File: src/rtl/pis_pkg.sv
// Package: shared types of the pair issue sequencer.
// Assumes two-bit mode and unit codes as listed in the brief.
package pis_pkg;
    typedef enum logic [1:0] {
        KIND_PAIR  = 2'd0,
        KIND_UPPER = 2'd1,
        KIND_LOWER = 2'd2,
        KIND_LONG  = 2'd3
    } kind_e;

    typedef enum logic [1:0] {
        UNIT_MEM  = 2'd0,
        UNIT_INT  = 2'd1,
        UNIT_ANY  = 2'd2,
        UNIT_WIDE = 2'd3
    } unit_e;

    typedef enum logic [1:0] {
        ST_IDLE   = 2'd0,
        ST_FIRST  = 2'd1,
        ST_SECOND = 2'd2,
        ST_DONE   = 2'd3
    } state_e;
endpackage

File: src/rtl/pis_decode.sv
// Module: pis_decode
// Splits a packet into its left and right halves and extracts the mode.
// Assumes the mode high bit sits at bit 0 and the low bit at bit INSN_W.
module pis_decode
    import pis_pkg::*;
#(
    parameter int INSN_W = 32
) (
    input  logic [2*INSN_W-1:0] pkt,
    output kind_e               kind,
    output logic [INSN_W-1:0]   left_insn,
    output logic [INSN_W-1:0]   right_insn
);
    // Purpose: half split and mode extraction.
    always_comb begin
        left_insn  = pkt[2*INSN_W-1:INSN_W];
        right_insn = pkt[INSN_W-1:0];
        kind       = kind_e'({pkt[0], pkt[INSN_W]});
    end
endmodule

File: src/rtl/pis_route.sv
// Module: pis_route
// Maps the packet mode to what goes on the first and second issue steps.
// Assumes a long packet uses only the first step, with the lower half carried along.
module pis_route
    import pis_pkg::*;
#(
    parameter int INSN_W = 32
) (
    input  kind_e             kind,
    input  logic [INSN_W-1:0] left_insn,
    input  logic [INSN_W-1:0] right_insn,
    output logic [INSN_W-1:0] first_insn,
    output unit_e             first_unit,
    output logic [INSN_W-1:0] second_insn,
    output unit_e             second_unit,
    output logic              paired,
    output logic              has_second
);
    // Purpose: per-mode routing of halves to steps and units.
    always_comb begin
        first_insn  = left_insn;
        first_unit  = UNIT_MEM;
        second_insn = right_insn;
        second_unit = UNIT_ANY;
        paired      = 1'b0;
        has_second  = 1'b1;
        unique case (kind)
            KIND_PAIR: begin
                second_unit = UNIT_INT;
                paired      = 1'b1;
            end
            KIND_UPPER: begin
                first_unit  = UNIT_MEM;
            end
            KIND_LOWER: begin
                first_insn  = right_insn;
                first_unit  = UNIT_INT;
                second_insn = left_insn;
            end
            KIND_LONG: begin
                first_unit  = UNIT_WIDE;
                has_second  = 1'b0;
            end
            default: ;
        endcase
    end
endmodule

File: src/rtl/pis_ctrl.sv
// Module: pis_ctrl
// Four-state sequencer: idle, first step, second step, done.
// Assumes unit responses arrive in the same cycle as the issue they answer.
module pis_ctrl
    import pis_pkg::*;
(
    input  logic   clk,
    input  logic   rst_n,
    input  logic   pkt_valid,
    input  logic   paired,
    input  logic   has_second,
    input  logic   first_br,
    input  logic   first_kill,
    output state_e state,
    output logic   accept
);
    state_e state_nx;

    // Purpose: a packet is taken only from idle.
    always_comb accept = (state == ST_IDLE) && pkt_valid;

    // Purpose: next-state choice, including suppression of the second step.
    always_comb begin
        state_nx = state;
        unique case (state)
            ST_IDLE:   if (accept) state_nx = ST_FIRST;
            ST_FIRST: begin
                if (!has_second || paired)     state_nx = ST_DONE;
                else if (first_br || first_kill) state_nx = ST_DONE;
                else                           state_nx = ST_SECOND;
            end
            ST_SECOND: state_nx = ST_DONE;
            ST_DONE:   state_nx = ST_IDLE;
            default:   state_nx = ST_IDLE;
        endcase
    end

    // Purpose: state register with synchronous reset.
    always_ff @(posedge clk) begin
        if (!rst_n) state <= ST_IDLE;
        else        state <= state_nx;
    end
endmodule

File: src/rtl/pis_result.sv
// Module: pis_result
// Collects branch outcome and the per-packet kill and system-move flags.
// Assumes a_fire/b_fire are high only in the cycle the port issues.
module pis_result
    import pis_pkg::*;
#(
    parameter int ADDR_W = 32
) (
    input  logic              clk,
    input  logic              rst_n,
    input  logic              accept,
    input  state_e            state,
    input  logic              a_fire,
    input  logic              b_fire,
    input  logic              a_br,
    input  logic [ADDR_W-1:0] a_tgt,
    input  logic              a_kill,
    input  logic              a_sysmv,
    input  logic              b_br,
    input  logic [ADDR_W-1:0] b_tgt,
    input  logic              b_sysmv,
    output logic              res_valid,
    output logic [ADDR_W-1:0] res_tgt,
    output logic              res_conflict,
    output logic              flag_kill,
    output logic              flag_sysmv
);
    // Purpose: branch merge; cleared on each new packet.
    always_ff @(posedge clk) begin
        if (!rst_n || accept) begin
            res_valid    <= 1'b0;
            res_tgt      <= '0;
            res_conflict <= 1'b0;
        end else if (a_fire && b_fire) begin
            res_valid    <= a_br ^ b_br;
            res_conflict <= a_br & b_br;
            if (a_br && !b_br)      res_tgt <= a_tgt;
            else if (b_br && !a_br) res_tgt <= b_tgt;
            else                    res_tgt <= '0;
        end else if (a_fire && a_br) begin
            res_valid <= 1'b1;
            res_tgt   <= a_tgt;
        end else if (b_fire && b_br) begin
            res_valid <= 1'b1;
            res_tgt   <= b_tgt;
        end
    end

    // Purpose: sticky flags, cleared at packet start and on leaving done.
    always_ff @(posedge clk) begin
        if (!rst_n || accept || state == ST_DONE) begin
            flag_kill  <= 1'b0;
            flag_sysmv <= 1'b0;
        end else begin
            if (a_fire && a_kill) flag_kill <= 1'b1;
            if ((a_fire && a_sysmv) || (b_fire && b_sysmv)) flag_sysmv <= 1'b1;
        end
    end
endmodule

File: src/rtl/pair_issue_seq.sv
// Module: pair_issue_seq (top)
// Accepts one packet at a time, issues its halves per mode, commits after
// each step and pulses done with the branch outcome.
// Assumes execution units answer combinationally in the issue cycle.
module pair_issue_seq
    import pis_pkg::*;
#(
    parameter int INSN_W = 32,
    parameter int ADDR_W = 32,
    localparam int PKT_W = 2 * INSN_W
) (
    input  logic              clk,
    input  logic              rst_n,
    input  logic              pkt_valid,
    input  logic [PKT_W-1:0]  pkt_data,
    output logic              pkt_ready,
    output logic              a_issue,
    output logic [1:0]        a_unit,
    output logic [INSN_W-1:0] a_insn,
    output logic              b_issue,
    output logic [1:0]        b_unit,
    output logic [INSN_W-1:0] b_insn,
    input  logic              a_br,
    input  logic [ADDR_W-1:0] a_tgt,
    input  logic              a_kill,
    input  logic              a_sysmv,
    input  logic              b_br,
    input  logic [ADDR_W-1:0] b_tgt,
    input  logic              b_sysmv,
    output logic              commit,
    output logic              done,
    output logic              br_valid,
    output logic [ADDR_W-1:0] br_target,
    output logic              br_conflict,
    output logic              flag_kill,
    output logic              flag_sysmv
);
    logic [PKT_W-1:0]  pkt_q;
    kind_e             kind;
    logic [INSN_W-1:0] left_insn, right_insn, first_insn, second_insn;
    unit_e             first_unit, second_unit;
    logic              paired, has_second, accept;
    state_e            state;
    logic              res_valid, res_conflict;
    logic [ADDR_W-1:0] res_tgt;

    // Purpose: hold the accepted packet for the whole sequence.
    always_ff @(posedge clk) begin
        if (!rst_n)      pkt_q <= '0;
        else if (accept) pkt_q <= pkt_data;
    end

    pis_decode #(.INSN_W(INSN_W)) u_decode (
        .pkt        (pkt_q),
        .kind       (kind),
        .left_insn  (left_insn),
        .right_insn (right_insn)
    );

    pis_route #(.INSN_W(INSN_W)) u_route (
        .kind        (kind),
        .left_insn   (left_insn),
        .right_insn  (right_insn),
        .first_insn  (first_insn),
        .first_unit  (first_unit),
        .second_insn (second_insn),
        .second_unit (second_unit),
        .paired      (paired),
        .has_second  (has_second)
    );

    pis_ctrl u_ctrl (
        .clk        (clk),
        .rst_n      (rst_n),
        .pkt_valid  (pkt_valid),
        .paired     (paired),
        .has_second (has_second),
        .first_br   (a_br),
        .first_kill (a_kill),
        .state      (state),
        .accept     (accept)
    );

    // Purpose: issue ports and commit strobe decoded from the state.
    always_comb begin
        pkt_ready = (state == ST_IDLE);
        a_issue   = (state == ST_FIRST);
        b_issue   = (state == ST_SECOND) || (a_issue && paired);
        a_unit    = a_issue ? first_unit : 2'd0;
        a_insn    = a_issue ? first_insn : '0;
        b_unit    = b_issue ? second_unit : 2'd0;
        b_insn    = (b_issue || (a_issue && !has_second)) ? second_insn : '0;
        commit    = a_issue || b_issue;
        done      = (state == ST_DONE);
    end

    pis_result #(.ADDR_W(ADDR_W)) u_result (
        .clk          (clk),
        .rst_n        (rst_n),
        .accept       (accept),
        .state        (state),
        .a_fire       (a_issue),
        .b_fire       (b_issue),
        .a_br         (a_br),
        .a_tgt        (a_tgt),
        .a_kill       (a_kill),
        .a_sysmv      (a_sysmv),
        .b_br         (b_br),
        .b_tgt        (b_tgt),
        .b_sysmv      (b_sysmv),
        .res_valid    (res_valid),
        .res_tgt      (res_tgt),
        .res_conflict (res_conflict),
        .flag_kill    (flag_kill),
        .flag_sysmv   (flag_sysmv)
    );

    // Purpose: results shown only during the done pulse.
    always_comb begin
        br_valid    = done && res_valid;
        br_target   = done ? res_tgt : '0;
        br_conflict = done && res_conflict;
    end
endmodule

File: config.mk
export PLATFORM = sky130hd
export DESIGN_NAME = pair_issue_seq
export DESIGN_NICKNAME = d
export VERILOG_FILES = /design/src/rtl/pis_pkg.sv /design/src/rtl/pis_decode.sv /design/src/rtl/pis_route.sv /design/src/rtl/pis_ctrl.sv /design/src/rtl/pis_result.sv /design/src/rtl/pair_issue_seq.sv
export SDC_FILE = /design/constraint.sdc
export NUM_CORES = 1
export LEC_CHECK = 0
export BUFFER_PORTS_ARGS = -buffer_cell sky130_fd_sc_hd__buf_2
export CAP_MARGIN = 20
export CORE_MARGIN = 3
export CORE_UTILIZATION = 30
export CTS_CLUSTER_SIZE = 24
export DETAILED_ROUTE_END_ITERATION = 16
export PLACE_DENSITY = 0.57
export SLEW_MARGIN = 20
export SYNTH_ARGS = -nofsm -noshare
export SYNTH_HDL_FRONTEND = slang
export SYNTH_HIERARCHICAL = 1
export SYNTH_SLANG_ARGS = --single-unit
File: constraint.sdc
create_clock -name clk -period 2.4 [get_ports clk]
set_clock_uncertainty 0.2 [all_clocks]
set_input_delay 0.48 -clock clk [delete_from_list [all_inputs] [get_ports clk]]
set_output_delay 0.48 -clock clk [all_outputs]
set_load 0.005 [all_outputs]
# Yosys cells after proc, flatten, opt, wreduce, memory -nomap -nowiden
# Index checks and enable logic that the tools add are counted.
[word_totals] register_bits=102 input_bits=136 out_inout_bits=109 word_cells=64
[op_classes] eq_ne=6 mux=22 bitwise_logic=2 reduce_logical=27
[op_table] op="two-way mux 32 bit" n=10
[op_table] op="logical AND 1 bit" n=13
[op_table] op="two-way mux 2 bit" n=5
[op_table] op="equality test 2 bit (second input constant)" n=4
[op_table] op="logical OR 1 bit" n=8
[op_table] op="case mux 2 bit (4 select lines)" n=1
[op_table] op="two-way mux 1 bit" n=5
[op_table] op="zero test 2 bit" n=2
[op_table] op="case mux 2 bit (2 select lines)" n=1
[op_table] op="zero test 1 bit" n=3
[op_table] op="nonzero test 3 bit" n=1
[op_table] op="equality test 2 x 1 -> 1 bit (second input constant)" n=1
[op_table] op="!= test 2 x 1 -> 1 bit (second input constant)" n=1
[op_table] op="bitwise AND 1 bit" n=1
[op_table] op="bitwise XOR 1 bit" n=1

# Depth between registers and ports, before layout
# Gate-level depths: netlist (run 1).
[logic_depth] depth_word=8 mapped_depth=10

# Cells and area by module
# The synthesis (run 1) kept the hierarchy.
[by_module_without_submodules] mod="pair_issue_seq" instances=1 cells_each=332 area_each_um2=3280.6 seq_area_each_um2=1281.2
[by_module_without_submodules] mod="pis_result" instances=1 cells_each=187 area_each_um2=1966.9 seq_area_each_um2=720.7
[by_module_without_submodules] mod="pis_route" instances=1 cells_each=80 area_each_um2=1132.3 seq_area_each_um2=0.0
[by_module_without_submodules] mod="pis_decode" instances=1 cells_each=66 area_each_um2=495.5 seq_area_each_um2=0.0
[by_module_without_submodules] mod="pis_ctrl" instances=1 cells_each=17 area_each_um2=163.9 seq_area_each_um2=40.0

# Worst setup path before layout (run 1)
# OpenSTA, ideal clock, no wires.
[synth_timing] kind="reg-to-reg" startpoint="register pkt_q[0]" endpoint="register u_result.res_tgt[31]" setup_time_ns=0.122 arrival_ns=2.005 required_ns=2.078 slack_ns=0.073 path_stages_with_launch=10 path_buffers=3 synth_period_minus_slack_ns=2.327 path_cell_list="dfxtp_1 -> buf_4 -> nor2_1 -> inv_1 -> o21ai_0 -> buf_2 -> o22a_1 -> nor2_1 -> buf_2 -> a221o_1"
[synth_via] elab_chain_len=6 word_cells_on_any_way=8
[synth_rtl] element="from (decl)" line_no="pair_issue_seq.sv:38" text="logic [PKT_W-1:0] pkt_q;"
[synth_rtl] element="from (signal assigned)" line_no="pair_issue_seq.sv:50" text="else if (accept) pkt_q <= pkt_data;"
[synth_rtl] element="zero test 2 bit (*)" line_no="pis_route.sv:27" text="unique case (kind)"
[synth_rtl] element="two-way mux 1 bit (*)" line_no="pis_route.sv:27"
[synth_rtl] element="named net paired" line_no="pair_issue_seq.sv:42" text="logic paired, has_second, accept;"
[synth_rtl] element="logical AND 1 bit (*)" line_no="pair_issue_seq.sv:88" text="b_issue = (state == ST_SECOND) || (a_issue && paired);"
[synth_rtl] element="logical OR 1 bit (*)" line_no="pair_issue_seq.sv:88"
[synth_rtl] element="named net b_issue" line_no="pair_issue_seq.sv:20" text="output logic b_issue,"
[synth_rtl] element="logical AND 1 bit, on equally long branches" line_no="pis_result.sv:43, pis_result.sv:34"
[synth_rtl] element="nonzero test 3 bit (no line) / two-way mux 32 bit (equally long branches)"
[synth_rtl] element="to (signal assigned)" line_no="pis_result.sv:38" text="else if (b_br && !a_br) res_tgt <= b_tgt;"
[synth_rtl] element="to (signal assigned)" line_no="pis_result.sv:42" text="res_tgt <= a_tgt;"
[synth_rtl] element="to (signal assigned)" line_no="pis_result.sv:45" text="res_tgt <= b_tgt;"
[synth_rtl] element="to (decl)" line_no="pis_result.sv:23" text="output logic [ADDR_W-1:0] res_tgt,"
# The timed path passes the listed nets; every way through them passes the cells marked *.
# A chain may end at the register's enable or synchronous reset.

# Worst setup path in the final report (run 1)
[layout_timing] startpoint="register pkt_q[0]" endpoint="output port a_insn[28]"
[layout_via] elab_chain_len=3
[layout_rtl] element="equality test 2 bit" line_no="pis_route.sv:27"
[layout_rtl] element="two-way mux 32 bit" line_no="pis_route.sv:27"
[layout_rtl] element="named net first_insn[28]" line_no="pair_issue_seq.sv:40" text="logic [INSN_W-1:0] left_insn, right_insn, first_insn, second_insn;"
[layout_rtl] element="two-way mux 32 bit" line_no="pair_issue_seq.sv:90" text="a_insn = a_issue ? first_insn : '0;"
[layout_rtl] element="to (decl)" line_no="pair_issue_seq.sv:19" text="output logic [INSN_W-1:0] a_insn,"
# The timed path passes the listed nets, and every way through them passes these cells.

==> impl_results.rst, run 1 <==
.. list-table::
   :header-rows: 1

   * - Metric
     - Value
   * - Highest fanout seen on the critical path
     - 8
   * - Via count of the first global-routing pass
     - 5589
   * - Antenna-violating nets left
     - 0
   * - Min setup slack post-route
     - -104 ps
   * - Minimum clock period after layout
     - 2500 ps
   * - Number of H-tree levels
     - 3
   * - Estimated wirelength of the detail-placed design
     - 13900 um
   * - Yosys Warn Count
     - 6
   * - Layout overhead on the synthesized area
     - 26.5%
   * - Top cell types by occurrence after synthesis
     - dfxtp_1, buf_4, nor2b_1
   * - First DRT Iteration DRCs
     - 293
   * - Reported net switching power
     - 2540 uW
   * - Clock input transition at the sequential cells of the worst setup and hold paths
     - 80 ps
   * - Remaining DRCs
     - 0
   * - Sequential cell fraction of total power
     - 32.1%
   * - Launching point of the worst reg2reg path
     - u_ctrl/state[1]
   * - Routed WL
     - 20300 um
   * - Number of fill cells
     - 2323
   * - Share of Yosys cell area claimed by the top area cell type
     - 29.0%
   * - Type of the setup path with the least slack
     - reg2out
   * - Cell with the biggest individual delay on the critical path
     - dfxtp_2
   * - Worst setup path startpoint
     - pkt_q[0]
   * - Kind of start point of the critical path
     - register
   * - Area of combinational cells with multiple inputs
     - 4120 um2
   * - Final Hold Slack
     - 162 ps
   * - Final total negative setup slack
     - -4490 ps
   * - Share of post-route cells with drive strength above 1
     - 52.2%
   * - Starting Density
     - 30.8%
   * - Cell type group with the largest total delay on the critical path
     - buffers and inverters
   * - Met3 Track Usage GR
     - 5.25%
   * - Library cell occupying the most area in the post-synthesis netlist
     - dfxtp_1
   * - Delay contributed by the slowest stage of the critical path
     - 340 ps
   * - Maximum root-to-sink buffer count
     - 2
   * - Data arrival time of the critical path
     - 1820 ps
   * - Number of rows in the core area
     - 55
   * - Mean area per synthesized cell
     - 10.3 um2
   * - Top achievable clock speed
     - 399 MHz
   * - Root buffer cell
     - clkbuf_16
   * - Synthesized cell area
     - 7040 um2
   * - Most frequently used cell type in the post-synthesis netlist
     - dfxtp_1
   * - Layout Cell Area excl Fill
     - 8900 um2
   * - Pwr Density
     - 788 nW/um2
   * - Top cells by area, synth
     - dfxtp_1, mux2_4, mux2i_1
   * - Pins over their slew limit
     - 0
   * - Chain of cells forming the critical path
     - buf_6 > nor2b_4 > buf_12 > buf_12 > mux2_4 > and2_4 > buf_6
   * - Via count
     - 5494
   * - Proportion of synthesized chip area in sequential cells
     - 29.0%
   * - Post-synthesis async set-or-reset flop share
     - 0%
   * - Initial DRT Pass Iterations
     - 5
   * - Launch instance of the worst min-delay path
     - b_tgt[19]
   * - Number of enable-type register cells in the synthesized netlist
     - 0
   * - Max Cap Viol
     - 0
   * - Skew-Pair Late Insertion Delay
     - 340 ps
   * - Number of diodes
     - 0
   * - Via count normalized by instance count
     - 4.71
   * - GRT Total Usage
     - 15.2%
   * - Die Span X
     - 159 um
   * - Number of sinks driven by the clock tree
     - 102
   * - DIE HEIGHT
     - 159 um
   * - Remaining global-route overflow
     - 0
   * - Worst Hold Class
     - in2reg
   * - Combinational group share of total power
     - 47.3%
   * - Hold Vio Cnt, Final
     - 0
   * - Worst slew margin relative to its limit
     - 64.9%
   * - VDD IR max
     - 468 uV
   * - Post-synth cell types
     - 47
   * - Busiest grt layer
     - met2
   * - Data required time at the worst endpoint
     - 1720 ps
   * - Setup violation total in the final timing report
     - 57
   * - Outcome
     - complete, but fails checks
   * - Number of primary I/O pins
     - 245
   * - Buffer and inverter count on the worst path
     - 4
   * - Quantity of I/O buffers inserted on ports
     - 244
   * - Global routing usage on met1
     - 19.3%
   * - Main synth FF type
     - dfxtp_1
   * - # hold bufs at CTS
     - 0
   * - Final #Nets
     - 990
   * - Initial antenna violation count
     - 1
   * - Part of the total power dissipated in the clock network
     - 20.6%
   * - Core Region
     - 22800 um2
   * - P_int
     - 4470 uW
   * - Leakage
     - 0.00419 uW
   * - Last weighted congestion value of the routability-driven placer
     - 0.776
   * - Post-Syn Nets
     - 824
   * - First-pass GRT wire length
     - 31300 um
   * - Pin count of the biggest net entering global routing
     - 65
   * - Worst slack at placement
     - 144 ps
   * - Total Die Area
     - 25300 um2
   * - Routing usage on met2
     - 24.6%
   * - Pin slew with the least headroom to its limit
     - 526 ps
   * - Total CTS buffers
     - 9
   * - Flip-flop and latch area
     - 2050 um2
   * - Routed length per instance
     - 17.4 um
   * - Unrepaired setup endpoints after global routing
     - yes
   * - TritonCTS clock tree
     - done
   * - Failing checks
     - setup timing
   * - Placed inst area
     - 8060 um2
   * - Kind of capture point of the worst setup path
     - output pin
   * - Cells after Synth
     - 682
   * - Sw Ratio
     - 36.2%
   * - Tcrit/Tclk final
     - 104%
   * - Flops & latches, synth
     - 102
[cells in the final DEF (no fill, tap or decap), types with 10 or more instances in the layout]
cell type,count
buf_12,13
and2_4,51
a221o_1,30
clkbuf_16,12
a22oi_1,29
buf_2,195
and2_1,18
dfxtp_1,99
buf_4,17
buf_6,51
and3_1,29
o2bb2ai_2,10
o2bb2ai_1,19
nor2b_1,67
mux2i_1,65
mux2_4,64
[power by group through the flow]
stage               clock network, uW  logic (uW)  registers (uW)
floorplan                           0        2460            2190
global placement                    0        3010            2280
detailed placement                  0        3030            2280
CTS                              1520        3130            2240
global route                     1560        3610            2290
finish                           1450        3320            2250
[registers in the layout, summed over array words and instances (netlist names)]
name / cells
pkt_q: 64
u_result/flag_sysmv: 1
u_result/res_tgt: 32
u_result/res_conflict: 1
u_result/res_valid: 1
u_ctrl/state: 2
u_result/flag_kill: 1
[layout make-up]
class / instances / area share [%]
Tap cell: 313 / 4.40
Timing Repair Buffer: 280 / 22.8
Sequential cell: 102 / 23.0
Clock inverter: 7 / 0.618
Clock buffer: 9 / 2.53
Inverter: 10 / 0.464
Multi-Input combinational cell: 445 / 46.2
[per-stage QoR]
stage / total power [uW] / instances / util [%]
floorplan: 4650 / 682 / -
global placement: 5290 / 1141 / 35.3
detailed placement: 5310 / 1141 / 35.3
CTS: 6890 / 1160 / 37.2
global route: 7460 / 1166 / 39.0
finish: 7010 / 1166 / 39.0
[per-layer routing]
| metal | up-vias | share of wire [%] |
|---|---|---|
| li1 | 2686 | - |
| met1 | 2585 | 43 |
| met2 | 201 | 47 |
| met3 | 22 | 8.6 |
| met4 | 0 | 1.6 |
| met5 | - | 0 |
[cell families after synthesis]
logic type                 count (synthesis)  share of synthesized area [%]
AOI/OAI and AO/OA                        107                           14.0
adders and majority gates                  6                           1.07
buffers and inverters                    135                           13.9
DFF                                      102                           29.0
muxes                                    129                           22.7
and+or+nand+nor                          203                           19.4
[timing repair]
item	CTS	global route
pin swaps	0	0
endpoints found under the setup margin	64	69
buffers inserted	2	4
gates resized for setup	26	65
gates cloned	1	3
[path summary, 6_finish.rpt]
| kind | end | slack, ps | depth (start not counted) |
|---|---|---|---|
| setup / recovery | a_insn[28] | -100 | 7 |
| hold / removal | u_result/res_tgt[19] | 160 | 2 |
| setup reg to reg | u_result/res_tgt[11] | 230 | 8 |
| hold reg to reg | u_result/res_tgt[0] | 250 | 1 |
(Power assumes the default switching activity.)
==> run 2: changes to the inputs <==
- ABC_AREA: default -> 1
- CELL_PAD_IN_SITES_DETAIL_PLACEMENT: default -> 0
- CELL_PAD_IN_SITES_GLOBAL_PLACEMENT: default -> 1
- PLACE_DENSITY: 0.57 -> 0.77
==> run 2 against run 1 <==
Against the previous run: the run now ends clean; count of clock-buffer cells in the layout did not move; worst setup slack gained 130 ps; largest power group unchanged; final cell count rose by 52%; wire length is 32% higher; critical path depth fell by 1; final area grew 5.1%; clock power grew 12%; register-to-register slack better by 30 ps; die area rose by 9.9%; synthesized cell count up 89%; sequential share of layout area shrank 1.1 points; maximum frequency is 5.4% higher.
==> impl_results.rst, run 2 <==
.. list-table::
   :header-rows: 1

   * - Metric
     - Value
   * - GRT Total Usage
     - 18.3%
   * - VDD IR max
     - 415 uV
   * - Pin slew with the least headroom to its limit
     - 482 ps
   * - DIE HEIGHT
     - 167 um
   * - Quantity of I/O buffers inserted on ports
     - 244
   * - Proportion of synthesized chip area in sequential cells
     - 26.3%
   * - Tcrit/Tclk final
     - 99.0%
   * - Unrepaired setup endpoints after global routing
     - yes
   * - Flops & latches, synth
     - 102
   * - Via count of the first global-routing pass
     - 7801
   * - Root buffer cell
     - clkbuf_16
   * - Top cell types by occurrence after synthesis
     - nand2_1, nor2_1, inv_1
   * - Number of rows in the core area
     - 58
   * - Routed WL
     - 26900 um
   * - Number of diodes
     - 0
   * - Hold Vio Cnt, Final
     - 0
   * - Pin count of the biggest net entering global routing
     - 49
   * - Post-Syn Nets
     - 1428
   * - Initial antenna violation count
     - 0
   * - Skew-Pair Late Insertion Delay
     - 350 ps
   * - Remaining DRCs
     - 0
   * - Main synth FF type
     - dfxtp_1
   * - Final #Nets
     - 1574
   * - Yosys Warn Count
     - 6
   * - Minimum clock period after layout
     - 2380 ps
   * - Antenna-violating nets left
     - 0
   * - Initial DRT Pass Iterations
     - 5
   * - Top library cells by usage in the layout, fill and taps aside
     - nand2_1, buf_2, nor2_1
   * - Top cells by area, synth
     - dfxtp_1, nand2_1, nor2_1
   * - First-pass GRT wire length
     - 41600 um
   * - Setup violation total in the final timing report
     - 0
   * - Data required time at the worst endpoint
     - 1720 ps
   * - Largest register by flop count
     - pkt_q
   * - Layout overhead on the synthesized area
     - 20.5%
   * - Kind of capture point of the worst setup path
     - output pin
   * - Post-synthesis async set-or-reset flop share
     - 0%
   * - Via count
     - 8245
   * - Worst Hold Class
     - in2reg
   * - Starting Density
     - 30.7%
   * - Estimated wirelength of the detail-placed design
     - 18000 um
   * - # hold bufs at CTS
     - 0
   * - Core Region
     - 25300 um2
   * - Placed inst area
     - 8680 um2
   * - Number of sinks driven by the clock tree
     - 102
   * - Share of post-route cells with drive strength above 1
     - 28.2%
   * - Highest signal layer in the routed design
     - met4
   * - Share of Yosys cell area claimed by the top area cell type
     - 26.3%
   * - Die Span X
     - 167 um
   * - Pwr Density
     - 950 nW/um2
   * - Kind of start point of the critical path
     - register
   * - Met1 WL
     - 12000 um
   * - Synthesized cell area
     - 7770 um2
   * - Mean area per synthesized cell
     - 6.04 um2
   * - Leakage
     - 0.00491 uW
   * - Routed length per instance
     - 15.2 um
   * - Final total negative setup slack
     - 0 ps
   * - Worst slew margin relative to its limit
     - 67.9%
   * - Number of primary I/O pins
     - 245
   * - Number of placed instances with taps included
     - 1741
   * - Max Cap Viol
     - 0
   * - First DRT Iteration DRCs
     - 624
   * - Last weighted congestion value of the routability-driven placer
     - 0.821
   * - Data arrival time of the critical path
     - 1700 ps
   * - Top achievable clock speed
     - 421 MHz
   * - Via count normalized by instance count
     - 4.67
   * - Post-route insts no fill
     - 1767
   * - Utilization of the core after routing
     - 37.0%
   * - Most common cell after layout, fill and taps aside
     - nand2_1
   * - Type of the setup path with the least slack
     - reg2out
   * - Routed met3 length
     - 1950 um
   * - Post-synth cell types
     - 22
   * - Most frequently used cell type in the post-synthesis netlist
     - nand2_1
   * - Library cell occupying the most area in the post-synthesis netlist
     - dfxtp_1
   * - Highest fanout seen on the critical path
     - 32
   * - Total Die Area
     - 27900 um2
   * - Number of H-tree levels
     - 3
   * - Cells after Synth
     - 1286
   * - Flip-flop count of the largest register, all copies and words added
     - 64
   * - Pins over their slew limit
     - 0
   * - Total power of the final layout
     - 8890 uW
   * - Number of enable-type register cells in the synthesized netlist
     - 0
   * - Clock input transition at the sequential cells of the worst setup and hold paths
     - 80 ps
   * - TritonCTS clock tree
     - done
   * - Layout Cell Area excl Fill
     - 9360 um2
   * - Total CTS buffers
     - 9
   * - Met2 WL post-DR
     - 12400 um
   * - Outcome
     - completed
   * - Registers with the highest flip-flop counts
     - pkt_q: 64 flops, u_result/res_tgt: 32 flops, u_ctrl/state: 2 flops
   * - Maximum root-to-sink buffer count
     - 2
   * - Remaining global-route overflow
     - 0
[run 2: cell count changes in the layout (fill, tap and decap cells not counted), moves of 66 or more]
cell | previous run | this run
nor2_1 | 7 | 226
o21ai_0 | 1 | 67
nand2_1 | 5 | 349
inv_1 | 9 | 134
nand3_1 | 3 | 110
nor2b_1 | 67 | 0
[run 2: path summary, 6_finish.rpt]
| check | start | to | slack, ps | cells past startpoint |
|---|---|---|---|---|
| max | pkt_q[32] | b_insn[11] | 20 | 6 |
| min reg2reg | u_result/res_tgt[0] | u_result/res_tgt[0] | 270 | 2 |
| min | pkt_data[8] | pkt_q[8] | 130 | 3 |
| max reg2reg | pkt_q[0] | u_result/res_tgt[19] | 260 | 13 |
[run 2: logic make-up after synthesis]
logic type	Yosys count	share of synthesized area [%]
flops	102	26.3
simple gates	762	44.2
fa+ha+maj	6	0.967
buf+inv	298	20.9
compound gates	118	7.64
[run 2: critical path, cell delays in order, from the launching register on]
cell and delay [ps]:
dfxtp_2 350, buf_6 130, nand2_2 80, nand3b_1 210
buf_12 200, a21oi_1 200, buf_2 140
[run 2: routing by layer]
layer / vias to the layer above / global-route usage, %
met5: - / 0
met2: 314 / 30.3
li1: 4170 / -
met4: 0 / 4.45
met1: 3731 / 24.4
met3: 30 / 4.18
[run 2: cell type report]
type / instances / area, um2
Timing Repair Buffer: 291 / 1860
Fill cell: 2782 / 16000
Clock inverter: 7 / 93.8
Inverter: 142 / 541
Tap cell: 330 / 413
Sequential cell: 102 / 2050
Clock buffer: 9 / 225
Multi-Input combinational cell: 886 / 4180
[run 2: timing repair]
item	in CTS	in global routing
pin swaps	1	0
gates cloned	4	2
resized for setup	23	22
hold endpoints to repair	0	0
buffers inserted	4	1
setup endpoints to repair	43	63
[run 2: where the power goes]
part	switching, uW	total (uW)	internal, uW
Sequential	367	2520	2150
Combinational	3010	4750	1740
Clock	784	1620	839
[run 2: metrics by stage]
stage	hold WS [ps]	setup slack (ps)
CTS	119	-9.12
finish	132	24.6
detailed placement	262	238
global route	129	-72.2
global placement	255	225
floorplan	244	4.51
==> run 3: changes to the inputs <==
- ABC_AREA: 1 -> default
- CTS_BUF_LIST: default -> sky130_fd_sc_hd__clkbuf_16
- CTS_CLUSTER_DIAMETER: default -> 150
- PLACE_DENSITY: 0.77 -> 0.72
==> run 3 against run 2 <==
Against the previous run: the run now ends with setup timing left; worst hold slack improved by 26 ps; clock power fell by 15%; wire length fell by 25%; largest cell class unchanged; die area fell by 9.0%; largest power group unchanged; critical path depth did not move.
==> impl_results.rst, run 3 (synthesized netlist as in run 1, its figures left out) <==
.. list-table::
   :header-rows: 1

   * - Metric
     - Value
   * - Pwr Density
     - 774 nW/um2
   * - Pin slew with the least headroom to its limit
     - 680 ps
   * - Remaining DRCs
     - 0
   * - Number of rows in the core area
     - 55
   * - Data arrival time of the critical path
     - 1760 ps
   * - Maximum root-to-sink buffer count
     - 2
   * - First-pass GRT wire length
     - 31300 um
   * - VDD IR max
     - 335 uV
   * - Max Cap Viol
     - 0
   * - Number of placed instances with taps included
     - 1145
   * - Minimum clock period after layout
     - 2440 ps
   * - Routed length per instance
     - 17.2 um
   * - Leakage
     - 0.00426 uW
   * - Clock input transition at the sequential cells of the worst setup and hold paths
     - 80 ps
   * - Initial DRT Pass Iterations
     - 4
   * - Largest register by flop count
     - pkt_q
   * - Buffer and inverter count on the worst path
     - 3
   * - Worst slack at placement
     - -24.4 ps
   * - Unrepaired setup endpoints after global routing
     - yes
   * - Share of post-route cells with drive strength above 1
     - 53.4%
   * - Setup violation total in the final timing report
     - 46
   * - DIE HEIGHT
     - 159 um
   * - Chain of cells forming the critical path
     - nor2b_4 > buf_12 > buf_8 > mux2_4 > and2_4 > buf_4
   * - Hold Vio Cnt, Final
     - 0
   * - Post-route insts no fill
     - 1179
   * - Root buffer cell
     - clkbuf_16
   * - Registers with the highest flip-flop counts
     - pkt_q: 64 flops, u_result/res_tgt: 32 flops, u_ctrl/state: 2 flops
   * - Failing checks
     - setup timing
   * - GRT Total Usage
     - 15.3%
   * - Top achievable clock speed
     - 410 MHz
   * - Total power of the final layout
     - 7040 uW
   * - Most common cell after layout, fill and taps aside
     - buf_2
   * - Layout overhead on the synthesized area
     - 29.1%
   * - Top library cells by usage in the layout, fill and taps aside
     - buf_2, dfxtp_1, nor2b_1
   * - TritonCTS clock tree
     - done
   * - Initial antenna violation count
     - 5
   * - Remaining global-route overflow
     - 0
   * - Cell type group with the largest total delay on the critical path
     - buffers and inverters
   * - Pins over their slew limit
     - 0
   * - Antenna-violating nets left
     - 0
   * - Total CTS buffers
     - 9
   * - Via count normalized by instance count
     - 4.69
   * - Min setup slack post-route
     - -39.0 ps
   * - Flip-flop count of the largest register, all copies and words added
     - 64
   * - Cell with the biggest individual delay on the critical path
     - dfxtp_4
   * - Via count
     - 5528
   * - First DRT Iteration DRCs
     - 291
   * - Number of H-tree levels
     - 3
   * - Last weighted congestion value of the routability-driven placer
     - 0.764
   * - Data required time at the worst endpoint
     - 1720 ps
   * - Quantity of I/O buffers inserted on ports
     - 244
   * - Estimated wirelength of the detail-placed design
     - 13900 um
   * - Skew-Pair Late Insertion Delay
     - 340 ps
   * - Worst slew margin relative to its limit
     - 54.4%
   * - Pin count of the biggest net entering global routing
     - 46
   * - Core Region
     - 22800 um2
   * - Kind of capture point of the worst setup path
     - output pin
   * - Outcome
     - complete, but fails checks
   * - Via count of the first global-routing pass
     - 5617
   * - Worst Hold Class
     - in2reg
   * - Tcrit/Tclk final
     - 102%
   * - Number of sinks driven by the clock tree
     - 102
   * - Kind of start point of the critical path
     - register
   * - Routed WL
     - 20300 um
   * - Layout Cell Area excl Fill
     - 9090 um2
   * - Type of the setup path with the least slack
     - reg2out
   * - Total Die Area
     - 25300 um2
   * - Die Span X
     - 159 um
   * - Number of primary I/O pins
     - 245
   * - Final #Nets
     - 998
   * - Starting Density
     - 30.8%
   * - Delay contributed by the slowest stage of the critical path
     - 370 ps
   * - Highest fanout seen on the critical path
     - 5
   * - Placed inst area
     - 8050 um2
## run 3: cell types whose count changed in the layout (fill, tap and decap cells not counted), moves of 60 or more
cell     change
inv_1      -124
mux2_4      +64
mux2i_1     +65
nand2_1    -344
nand3_1    -107
nand3_2     -60
nor2_1     -220
nor2b_1     +67
o21ai_0     -66
## run 3: cell type report
cell class                 instances  area, um2
fill                            2325      13800
multi-input combinational        445       4140
timing repair buffer             288       2180
sequential                       102       2050
tap                              313        392
clock buffer                       9        225
clock inverter                     7       43.8
inverter                          10       41.3
antenna                            5       12.5
## run 3: repair_timing
| action | 4_1_cts | 5_1_grt |
|---|---|---|
| gates cloned | 6 | 0 |
| endpoints found under the setup margin | 66 | 97 |
| setup buffers | 6 | 2 |
| hold buffers | 0 | 0 |
| endpoints found under the hold margin | 0 | 0 |
| gates resized for setup | 54 | 61 |
## run 3: where the power goes
| group | internal (uW) | switching [uW] |
|---|---|---|
| Combinational | 1800 | 1600 |
| Sequential | 2030 | 230 |
| Clock | 698 | 681 |
| Total | 4530 | 2510 |
## run 3: path summary, 6_finish.rpt
| path | cells past startpoint | to | start | slack, ps |
|---|---|---|---|---|
| max | 6 | b_insn[23] | pkt_q[0] | -40 |
| min | 2 | u_result/res_tgt[27] | b_tgt[27] | 160 |
| max reg2reg | 8 | u_result/res_tgt[21] | u_ctrl/state[0] | 100 |
| min reg2reg | 1 | u_result/res_tgt[0] | u_result/res_tgt[0] | 260 |
## run 3: metrics by stage
step	hold WS [ps]	utilization (%)	setup TNS, ps
floorplan	219	-	0
global placement	244	35.2	0
detailed placement	244	35.2	-24.4
CTS	149	38.5	-4200
global route	147	39.8	-4930
finish	159	39.8	-739
## run 3: layer usage
| metal | GRT usage [%] | wire [um] | vias up |
|---|---|---|---|
| met5 | 0 | 13 | - |
| met4 | 5.09 | 437 | 2 |
| met3 | 3.72 | 1200 | 26 |
| met2 | 25.4 | 9800 | 193 |
| met1 | 19.5 | 8830 | 2596 |
| li1 | - | - | 2711 |
